`config.mk`:
```
export PLATFORM = sky130hd
export DESIGN_NAME = bcOpSequencer
export DESIGN_NICKNAME = d
export VERILOG_FILES = /design/src/rtl/bcSeqPkg.sv /design/src/rtl/bcSeqControl.sv /design/src/rtl/bcSeqDatapath.sv /design/src/rtl/bcOpSequencer.sv
export SDC_FILE = /design/constraint.sdc
export NUM_CORES = 1
export LEC_CHECK = 0
export BUFFER_PORTS_ARGS = -buffer_cell sky130_fd_sc_hd__buf_2
export CAP_MARGIN = 20
export CORE_AREA = 5 5 85 87
export CTS_CLUSTER_DIAMETER = 40
export CTS_CLUSTER_SIZE = 14
export DETAILED_ROUTE_END_ITERATION = 16
export DIE_AREA = 0 0 90 92
export HOLD_SLACK_MARGIN = 0.03
export PLACE_DENSITY_LB_ADDON = 0.2
export SYNTH_ARGS = -nofsm -noshare
export SYNTH_HDL_FRONTEND = slang
export SYNTH_SLANG_ARGS = --single-unit
```
`constraint.sdc`:
```
create_clock -name clk -period 2.2 [get_ports clk]
set_input_delay 0.11 -clock clk [delete_from_list [all_inputs] [get_ports clk]]
set_output_delay 0.11 -clock clk [all_outputs]
set_load 0.01 [all_outputs]
```
`src/rtl/bcSeqPkg.sv`:
```
`timescale 1ns/1ps
package bcSeqPkg;

  typedef enum logic [1:0] {
    OP_EXCHANGE  = 2'd0,
    OP_MODE_CMD  = 2'd1,
    OP_MODE_DATA = 2'd2,
    OP_IDENTIFY  = 2'd3
  } opCode_e;

  typedef enum logic [1:0] {
    HOST_NONE     = 2'd0,
    HOST_STATUS   = 2'd1,
    HOST_MODEDATA = 2'd2,
    HOST_DATA     = 2'd3
  } hostKind_e;

  typedef enum logic [2:0] {
    S_IDLE,
    S_FETCH_HI,
    S_FETCH_LO,
    S_WAIT_EMPTY,
    S_AWAIT_STATUS,
    S_RX_DATA,
    S_AWAIT_MODE,
    S_MONITOR
  } seqState_e;

  // strobes from control to datapath
  typedef struct packed {
    logic      fetchCmd;
    logic      fetchData;
    logic      fetchHigh;
    logic      pushTx;
    logic      pushCmdSync;
    logic      loadCmd;
    logic      countWord;
    logic      hostStart;
    hostKind_e hostKind;
    logic      blockGood;
  } seqCtrl_t;

endpackage

```
`src/rtl/bcSeqControl.sv`:
```
`timescale 1ns/1ps
module bcSeqControl
  import bcSeqPkg::*;
#(
  parameter int BUS_W = 2
) (
  input  logic             clk,
  input  logic             rstN,
  input  logic [1:0]       opSel,
  input  logic             opStrobeN,
  input  logic [BUS_W-1:0] busSelIn,
  input  logic             monitorEn,
  input  logic             rxValid,
  input  logic             rxCmdSync,
  input  logic             bufFull,
  input  logic             cmdDirTx,
  input  logic             lastWord,
  output seqCtrl_t         ctrl,
  output logic [BUS_W-1:0] activeBus,
  output logic             protoErr
);

  seqState_e  state, stateNext;
  opCode_e    opReg;
  logic       strbPrev;
  logic       fetchingCmd;
  logic       dirTx;
  logic       strbFall;
  logic       accept;

  assign strbFall = strbPrev && !opStrobeN;
  assign accept   = strbFall && (state == S_IDLE) && !bufFull;

  always_comb begin
    ctrl      = '0;
    stateNext = state;
    case (state)
      S_IDLE: begin
        if (accept) begin
          if (opCode_e'(opSel) == OP_IDENTIFY)
            stateNext = monitorEn ? S_MONITOR : S_AWAIT_MODE;
          else
            stateNext = S_FETCH_HI;
        end
      end
      S_FETCH_HI: begin
        ctrl.fetchCmd  = fetchingCmd;
        ctrl.fetchData = !fetchingCmd;
        ctrl.fetchHigh = 1'b1;
        stateNext      = S_FETCH_LO;
      end
      S_FETCH_LO: begin
        ctrl.fetchCmd    = fetchingCmd;
        ctrl.fetchData   = !fetchingCmd;
        ctrl.pushTx      = 1'b1;
        ctrl.pushCmdSync = fetchingCmd;
        if (opReg != OP_EXCHANGE) begin
          stateNext = S_IDLE;
        end else if (fetchingCmd) begin
          ctrl.loadCmd = 1'b1;
          stateNext    = cmdDirTx ? S_AWAIT_STATUS : S_WAIT_EMPTY;
        end else begin
          ctrl.countWord = 1'b1;
          stateNext      = lastWord ? S_AWAIT_STATUS : S_WAIT_EMPTY;
        end
      end
      S_WAIT_EMPTY: begin
        if (!bufFull) stateNext = S_FETCH_HI;
      end
      S_AWAIT_STATUS: begin
        if (rxValid && rxCmdSync) stateNext = dirTx ? S_RX_DATA : S_IDLE;
      end
      S_RX_DATA: begin
        if (rxValid && !rxCmdSync) begin
          ctrl.countWord = 1'b1;
          if (lastWord) begin
            ctrl.blockGood = 1'b1;
            stateNext      = S_IDLE;
          end
        end
      end
      S_AWAIT_MODE: begin
        if (rxValid && !rxCmdSync) stateNext = S_IDLE;
      end
      S_MONITOR: begin
        if (!monitorEn) stateNext = S_IDLE;
      end
      default: stateNext = S_IDLE;
    endcase

    // routing of received words to the host strobes
    if (rxValid) begin
      if (rxCmdSync) begin
        ctrl.hostStart = 1'b1;
        ctrl.hostKind  = HOST_STATUS;
      end else if (state == S_RX_DATA) begin
        ctrl.hostStart = 1'b1;
        ctrl.hostKind  = HOST_DATA;
      end else if ((state == S_AWAIT_MODE) || (state == S_MONITOR)) begin
        ctrl.hostStart = 1'b1;
        ctrl.hostKind  = HOST_MODEDATA;
      end
    end
  end

  always_ff @(posedge clk) begin
    if (!rstN) begin
      state       <= S_IDLE;
      opReg       <= OP_EXCHANGE;
      strbPrev    <= 1'b1;
      fetchingCmd <= 1'b0;
      dirTx       <= 1'b0;
      activeBus   <= '0;
      protoErr    <= 1'b0;
    end else begin
      state    <= stateNext;
      strbPrev <= opStrobeN;
      if (accept) begin
        opReg       <= opCode_e'(opSel);
        activeBus   <= busSelIn;
        fetchingCmd <= (opCode_e'(opSel) != OP_MODE_DATA);
      end else if (strbFall) begin
        protoErr <= 1'b1;
      end
      if (ctrl.loadCmd) begin
        fetchingCmd <= 1'b0;
        dirTx       <= cmdDirTx;
      end
    end
  end

endmodule

```
`src/rtl/bcSeqDatapath.sv`:
```
`timescale 1ns/1ps
module bcSeqDatapath
  import bcSeqPkg::*;
#(
  parameter int BYTE_W  = 8,
  parameter int WC_W    = 5,
  parameter int DIR_BIT = 10,
  localparam int WORD_W = 2 * BYTE_W
) (
  input  logic              clk,
  input  logic              rstN,
  input  seqCtrl_t          ctrl,
  input  logic [BYTE_W-1:0] latchByte,
  input  logic [WORD_W-1:0] rxWord,
  input  logic              txReady,
  output logic              bufFull,
  output logic              cmdDirTx,
  output logic              lastWord,
  output logic [WORD_W-1:0] txWord,
  output logic              txCmdSync,
  output logic              txParity,
  output logic [BYTE_W-1:0] hostByte,
  output logic              hostHigh,
  output logic              statusStrb,
  output logic              modeDataStrb,
  output logic              dataStrb,
  output logic              goodBlock
);

  localparam int CNT_W      = WC_W + 1;
  localparam int DIR_IN_HI  = DIR_BIT - BYTE_W;
  localparam logic [CNT_W-1:0] FULL_COUNT = CNT_W'(1) << WC_W;

  logic [BYTE_W-1:0] hiReg;
  logic [CNT_W-1:0]  wordCnt;
  logic [CNT_W-1:0]  wcTarget;
  logic [WORD_W-1:0] hostWord;
  logic [1:0]        hostPhase;
  hostKind_e         hostKindReg;
  logic              gbPend;
  logic [WC_W-1:0]   wcField;

  assign wcField  = latchByte[WC_W-1:0];
  assign cmdDirTx = hiReg[DIR_IN_HI];
  assign lastWord = (wordCnt + CNT_W'(1)) == wcTarget;
  assign txParity = ~^txWord;

  // byte assembly, word counting and transmit holding buffer
  always_ff @(posedge clk) begin
    if (!rstN) begin
      hiReg     <= '0;
      wordCnt   <= '0;
      wcTarget  <= FULL_COUNT;
      txWord    <= '0;
      txCmdSync <= 1'b0;
      bufFull   <= 1'b0;
    end else begin
      if (ctrl.fetchHigh && (ctrl.fetchCmd || ctrl.fetchData)) hiReg <= latchByte;
      if (ctrl.loadCmd) begin
        wordCnt  <= '0;
        wcTarget <= (wcField == '0) ? FULL_COUNT : {1'b0, wcField};
      end else if (ctrl.countWord) begin
        wordCnt <= wordCnt + CNT_W'(1);
      end
      if (ctrl.pushTx) begin
        txWord    <= {hiReg, latchByte};
        txCmdSync <= ctrl.pushCmdSync;
        bufFull   <= 1'b1;
      end else if (bufFull && txReady) begin
        bufFull <= 1'b0;
      end
    end
  end

  // two-phase host output, high byte first
  always_ff @(posedge clk) begin
    if (!rstN) begin
      hostWord    <= '0;
      hostPhase   <= 2'd0;
      hostKindReg <= HOST_NONE;
      gbPend      <= 1'b0;
      goodBlock   <= 1'b0;
    end else begin
      gbPend    <= ctrl.blockGood;
      goodBlock <= gbPend;
      if (ctrl.hostStart) begin
        hostWord    <= rxWord;
        hostKindReg <= ctrl.hostKind;
        hostPhase   <= 2'd1;
      end else if (hostPhase == 2'd1) begin
        hostPhase <= 2'd2;
      end else begin
        hostPhase <= 2'd0;
      end
    end
  end

  always_comb begin
    hostHigh = (hostPhase == 2'd1);
    case (hostPhase)
      2'd1:    hostByte = hostWord[WORD_W-1:BYTE_W];
      2'd2:    hostByte = hostWord[BYTE_W-1:0];
      default: hostByte = '0;
    endcase
    statusStrb   = (hostPhase != 2'd0) && (hostKindReg == HOST_STATUS);
    modeDataStrb = (hostPhase != 2'd0) && (hostKindReg == HOST_MODEDATA);
    dataStrb     = (hostPhase != 2'd0) && (hostKindReg == HOST_DATA);
  end

endmodule

```
`src/rtl/bcOpSequencer.sv`:
```
`timescale 1ns/1ps
module bcOpSequencer
  import bcSeqPkg::*;
#(
  parameter int BUS_W  = 2,
  parameter int BYTE_W = 8,
  parameter int WC_W   = 5
) (
  input  logic                clk,
  input  logic                rstN,
  input  logic [1:0]          opSel,
  input  logic                opStrobeN,
  input  logic [BUS_W-1:0]    busSelIn,
  input  logic                monitorEn,
  input  logic [BYTE_W-1:0]   latchByte,
  output logic                latchCmdEn,
  output logic                latchDataEn,
  output logic                latchHighSel,
  output logic [2*BYTE_W-1:0] txWord,
  output logic                txCmdSync,
  output logic                txParity,
  output logic                txValid,
  input  logic                txReady,
  input  logic                rxValid,
  input  logic [2*BYTE_W-1:0] rxWord,
  input  logic                rxCmdSync,
  output logic [BYTE_W-1:0]   hostByte,
  output logic                hostHigh,
  output logic                statusStrb,
  output logic                modeDataStrb,
  output logic                dataStrb,
  output logic                goodBlock,
  output logic                noDataReq,
  output logic [BUS_W-1:0]    activeBus,
  output logic                protoErr
);

  seqCtrl_t ctrl;
  logic     bufFull;
  logic     cmdDirTx;
  logic     lastWord;

  bcSeqControl #(.BUS_W(BUS_W)) u_control (
    .clk       (clk),
    .rstN      (rstN),
    .opSel     (opSel),
    .opStrobeN (opStrobeN),
    .busSelIn  (busSelIn),
    .monitorEn (monitorEn),
    .rxValid   (rxValid),
    .rxCmdSync (rxCmdSync),
    .bufFull   (bufFull),
    .cmdDirTx  (cmdDirTx),
    .lastWord  (lastWord),
    .ctrl      (ctrl),
    .activeBus (activeBus),
    .protoErr  (protoErr)
  );

  bcSeqDatapath #(.BYTE_W(BYTE_W), .WC_W(WC_W)) u_datapath (
    .clk          (clk),
    .rstN         (rstN),
    .ctrl         (ctrl),
    .latchByte    (latchByte),
    .rxWord       (rxWord),
    .txReady      (txReady),
    .bufFull      (bufFull),
    .cmdDirTx     (cmdDirTx),
    .lastWord     (lastWord),
    .txWord       (txWord),
    .txCmdSync    (txCmdSync),
    .txParity     (txParity),
    .hostByte     (hostByte),
    .hostHigh     (hostHigh),
    .statusStrb   (statusStrb),
    .modeDataStrb (modeDataStrb),
    .dataStrb     (dataStrb),
    .goodBlock    (goodBlock)
  );

  assign latchCmdEn   = ctrl.fetchCmd;
  assign latchDataEn  = ctrl.fetchData;
  assign latchHighSel = ctrl.fetchHigh;
  assign txValid      = bufFull;
  assign noDataReq    = !bufFull;

endmodule

```
==> parameters.txt <==
Parameter                              Value

Pwr
  Leak ... 1.69 nW
  Logic gate share of total power ... around a third
  Share of total power in the clock network ... between 20 and 30%
  Power per Cell Area ... about 950 nW/um^2
  Sequential group share of total power ... between 30% and 40%
  Power spent charging and discharging nets ... approximately 1.4 mW
  Switching share of power ... 34.0%
  Pint ... 2.65 mW
  Maximum ir drop on the vdd rail ... 0.000543 V

Worst hold path
  Classification of the worst-slack hold path ... in -> reg

Drt
  Total wirelength of the detailed-routed design ... 8.30 mm
  Post-DR vias/cell ... about 5.3
  Number of iterations in the first detailed-routing pass ... 5
  Count of antenna-violating nets left after detailed routing ... 0
  Number of vias after detailed routing ... around 3000
  DRC violation count after routing ... 0
  Number of design-rule violations left by the first detailed-router iteration ... 157
  Drt wl/cell ... 14.8 um

Final layout
  Final design instance area without fill ... around 4200 um^2
  Diodes inserted ... 0
  Area added between synthesis and finish ... 25.4%
  Ratio of cells with drive above 1 in the final layout ... between 20 and 25%
  Nets ... approximately 520
  Filler cell count in the final layout ... ~540
  Commonest non-fill, non-tap cell in the layout ... sky130_fd_sc_hd__nand2_1
  Multi-input combinational cell area ... ~1800 um^2
  Most frequent cells in the layout ... 85 x sky130_fd_sc_hd__nand2_1, 73 x sky130_fd_sc_hd__buf_2, 71 x sky130_fd_sc_hd__dfxtp_1, 38 x sky130_fd_sc_hd__a21boi_0, 23 x sky130_fd_sc_hd__nor2b_1
  Area occupied by registers ... ~1400 um^2

Run status
  Status ... completed

Synth
  Number of warning messages in the yosys log ... 0
  Number of storage elements in the synthesis netlist ... between 70 and 80
  Combined area of all synthesized cells ... around 3400 um^2
  Avg Synthesized Cell Area ... 8.67 um^2
  Prevailing post-synth register cell ... sky130_fd_sc_hd__dfxtp_1
  Gate Count Post-Synth ... a little under 400
  Seq/Total Area, Yosys ... about 42%
  Count of cell types in the netlist ... 53
  Number of nets produced by synthesis ... 427
  Number of enable flip-flop cells after synthesis ... 0
  Share of async-settable or async-resettable flops after synthesis ... 0%

Setup path
  Arrival time at the worst endpoint ... 2220 ps
  Cell type group with the largest total delay on the critical path ... compound AO/OA/AOI/OAI gates
  Delay of the slowest cell on the worst path ... between 300 and 400 ps
  Largest fanout on the critical path ... 7
  Critical path class ... reg -> reg
  Type of element launching the critical path ... register
  Worst path required time ... around 2400 ps
  Cells along the critical path ... ha_1 > nand2b_1 > a21o_1 > a31oi_1 > nor3_4 > o21a_1 > o221a_1
  Critical-path cell with the highest stage delay ... sky130_fd_sc_hd__dfxtp_1
  Crit end category ... register
  Number of buffer and inverter stages on the critical path ... 0

Placement
  Placed instance area ... 3790 um^2
  Detail Placement HPWL ... roughly 5.6 mm
  Number of port buffers ... 73
  Placement-stage worst setup slack ... roughly 200 ps
  Final estimated routing congestion in global placement ... ~0.90

Timing
  Post-route fraction of the period consumed by the critical path ... between 90% and 100%
  Setup repair after global routing missed its margin ... no
  Count of endpoints failing setup in the final report ... 0
  Number of hold violations in the final report ... 0
  Max Fclk ... 501 MHz
  Actual transition at the worst max-transition pin ... 488 ps
  Time the final worst path needs with I/O delays and setup ... 1990 ps
  Post-route setup TNS ... 0 ps
  Final worst clock skew ... between 9 and 10 ps
  Setup ws final ... ~200 ps
  Relative slew slack ... between 60% and 70%
  Number of max-slew violations in the final report ... 0

Clock tree
  Clock H-tree levels ... 3
  Worst skew pair latency ... 340 ps
  Worst-path clk slew ... ~80 ps
  Maximum number of buffers from clock root to sink ... 2
  Clock Tree Root ... sky130_fd_sc_hd__clkbuf_8
  Sinks on the clock net ... 71
  TritonCTS clock tree ... done
  Number of post-CTS setup repair buffers ... 0
  TritonCTS buffer count ... 9

Floorplanning
  Placeable core region ... between 6000 and 7000 um^2
  Die area ... roughly 8300 um^2
  Die Span Y ... 92 um
  Number of primary I/O pins ... 74
  Initial standard-cell utilization of the core ... 53.6%
  Width of the die ... ~90 um
  Site row count ... 29

Global route
  Maximum number of pins on one net before global-route repair ... between 40 and 50
  Global-route wire length before repair ... 13.9 mm
  Number of antenna violations at the first check in global routing ... 0
  Final global-route overflow total ... 0
  Overall global routing resource usage ... between 20% and 30%
  Number of global-route vias before repair ... between 2000 and 3000

Run
  Max-capacitance violation count ... 0
-- power by group through the flow --
stage / Sequential [mW] / Combinational [mW] / Clock (mW)
global placement: 1.58 / 1.23 / 0
CTS: 1.55 / 1.31 / 1.17
global route: 1.58 / 1.44 / 1.23
detailed placement: 1.58 / 1.27 / 0
floorplan: 1.58 / 0.885 / 0
finish: 1.55 / 1.32 / 1.15
-- kinds of logic (layout without fill, tap and decap cells) --
| group | after synthesis | count (layout) | share of synthesized area (%) |
|---|---|---|---|
| AND/OR/NAND/NOR | 167 | 167 | 24.4 |
| buffers and inverters | 27 | 124 | 3.76 |
| flip-flops | 71 | 71 | 42.2 |
| adder cells (fa/ha/maj) | 4 | 4 | 1.49 |
| AO/OA/AOI/OAI | 79 | 79 | 17.2 |
| XOR/XNOR | 28 | 28 | 7.29 |
| multiplexers | 12 | 12 | 3.57 |
-- layer usage --
| metal | part of all wire [%] | vias to the layer above | wire length (um) | track usage (%) |
|---|---|---|---|---|
| li1 | - | 1489 | - | - |
| met1 | 43 | 1390 | 3600 | 25.8 |
| met2 | 49 | 81 | 4100 | 33.4 |
| met3 | 5.4 | 14 | 451 | 4.58 |
| met4 | 1.8 | 0 | 150 | 8.19 |
| met5 | 0 | - | 0 | 0 |
-- synth_stat cells, types with 2 or more instances --
library cell               number  area share (%)
sky130_fd_sc_hd__a21boi_0      38             8.5
sky130_fd_sc_hd__a21oi_1        8             1.2
sky130_fd_sc_hd__a22oi_1        8             1.8
sky130_fd_sc_hd__a31oi_1        2            0.37
sky130_fd_sc_hd__and2_1         3            0.56
sky130_fd_sc_hd__and3_1         2            0.37
sky130_fd_sc_hd__buf_2          5            0.74
sky130_fd_sc_hd__buf_6          2            0.67
sky130_fd_sc_hd__clkbuf_1      14             1.6
sky130_fd_sc_hd__dfxtp_1       71              42
sky130_fd_sc_hd__ha_1           4             1.5
sky130_fd_sc_hd__inv_1          5            0.56
sky130_fd_sc_hd__mux2i_1       12             3.6
sky130_fd_sc_hd__nand2_1       85             9.5
sky130_fd_sc_hd__nand2b_1       7             1.3
sky130_fd_sc_hd__nand3_1        9             1.3
sky130_fd_sc_hd__nand3b_1       3            0.67
sky130_fd_sc_hd__nor2_1        15             1.7
sky130_fd_sc_hd__nor2_2         2            0.37
sky130_fd_sc_hd__nor2b_1       23             4.3
sky130_fd_sc_hd__nor3_1         2            0.30
sky130_fd_sc_hd__nor3b_1        3            0.67
sky130_fd_sc_hd__nor4_1         2            0.37
sky130_fd_sc_hd__o21a_1         3            0.67
sky130_fd_sc_hd__o21ai_0        6            0.89
sky130_fd_sc_hd__xnor2_1       21             5.5
sky130_fd_sc_hd__xor2_1         7             1.8
-- stage by stage --
stage | total power [mW] | utilization, % | hold slack (ps) | std cells
2_1_floorplan | 2.47 | - | 211 | 388
3_3_place_gp | 2.80 | 60.4 | 305 | 526
6_report | 4.02 | 67.2 | 36.5 | 562
4_1_cts | 4.03 | 67.1 | 33.4 | 562
3_5_place_dp | 2.85 | 60.4 | 312 | 526
5_1_grt | 4.25 | 67.2 | 57.4 | 562
-- worst reg2reg max path: cells and delay by family (launching register included) --
kind            cells  cell delay [ps]
simple gates        2              280
fa+ha+maj           1              250
compound gates      4              970
flops               1              370
-- worst paths after layout --
path / slack, ps / cells after the start / end / startpoint
hold reg to reg: 440 / 1 / u_datapath.goodBlock$_SDFF_PN0_ / u_datapath.gbPend$_SDFF_PN0_
setup reg to reg: 210 / 7 / u_control.state[1]$_SDFFE_PN0P_ / u_datapath.wordCnt[0]$_SDFFE_PP0P_
setup / recovery: 210 / 7 / u_control.state[1]$_SDFFE_PN0P_ / u_datapath.wordCnt[0]$_SDFFE_PP0P_
hold / removal: 40 / 3 / u_datapath.txWord[5]$_SDFFE_PN0P_ / latchByte[5]
-- cell type report --
class | count | share of cell area [%]
clock buffer | 9 | 2.94
inverter | 5 | 0.445
timing repair buffer | 103 | 15.2
multi-input combinational | 290 | 43.2
sequential | 71 | 33.7
clock inverter | 7 | 2.28
tap | 77 | 2.28
-- what timing repair did --
item | CTS | global route
hold endpoints to repair | 20 | 0
hold buffers | 20 | 0
gates resized for setup | 0 | 1
endpoints found under the setup margin | 0 | 2
-- registers in the layout, summed over array words and instances (netlist names), 2 cells and up --
| name | cells |
|---|---|
| u_control.activeBus | 2 |
| u_control.opReg | 2 |
| u_control.state | 3 |
| u_datapath.hiReg | 8 |
| u_datapath.hostKindReg | 2 |
| u_datapath.hostPhase | 2 |
| u_datapath.hostWord | 16 |
| u_datapath.txWord | 16 |
| u_datapath.wcTarget | 6 |
| u_datapath.wordCnt | 6 |
(Power assumes the default switching activity.)
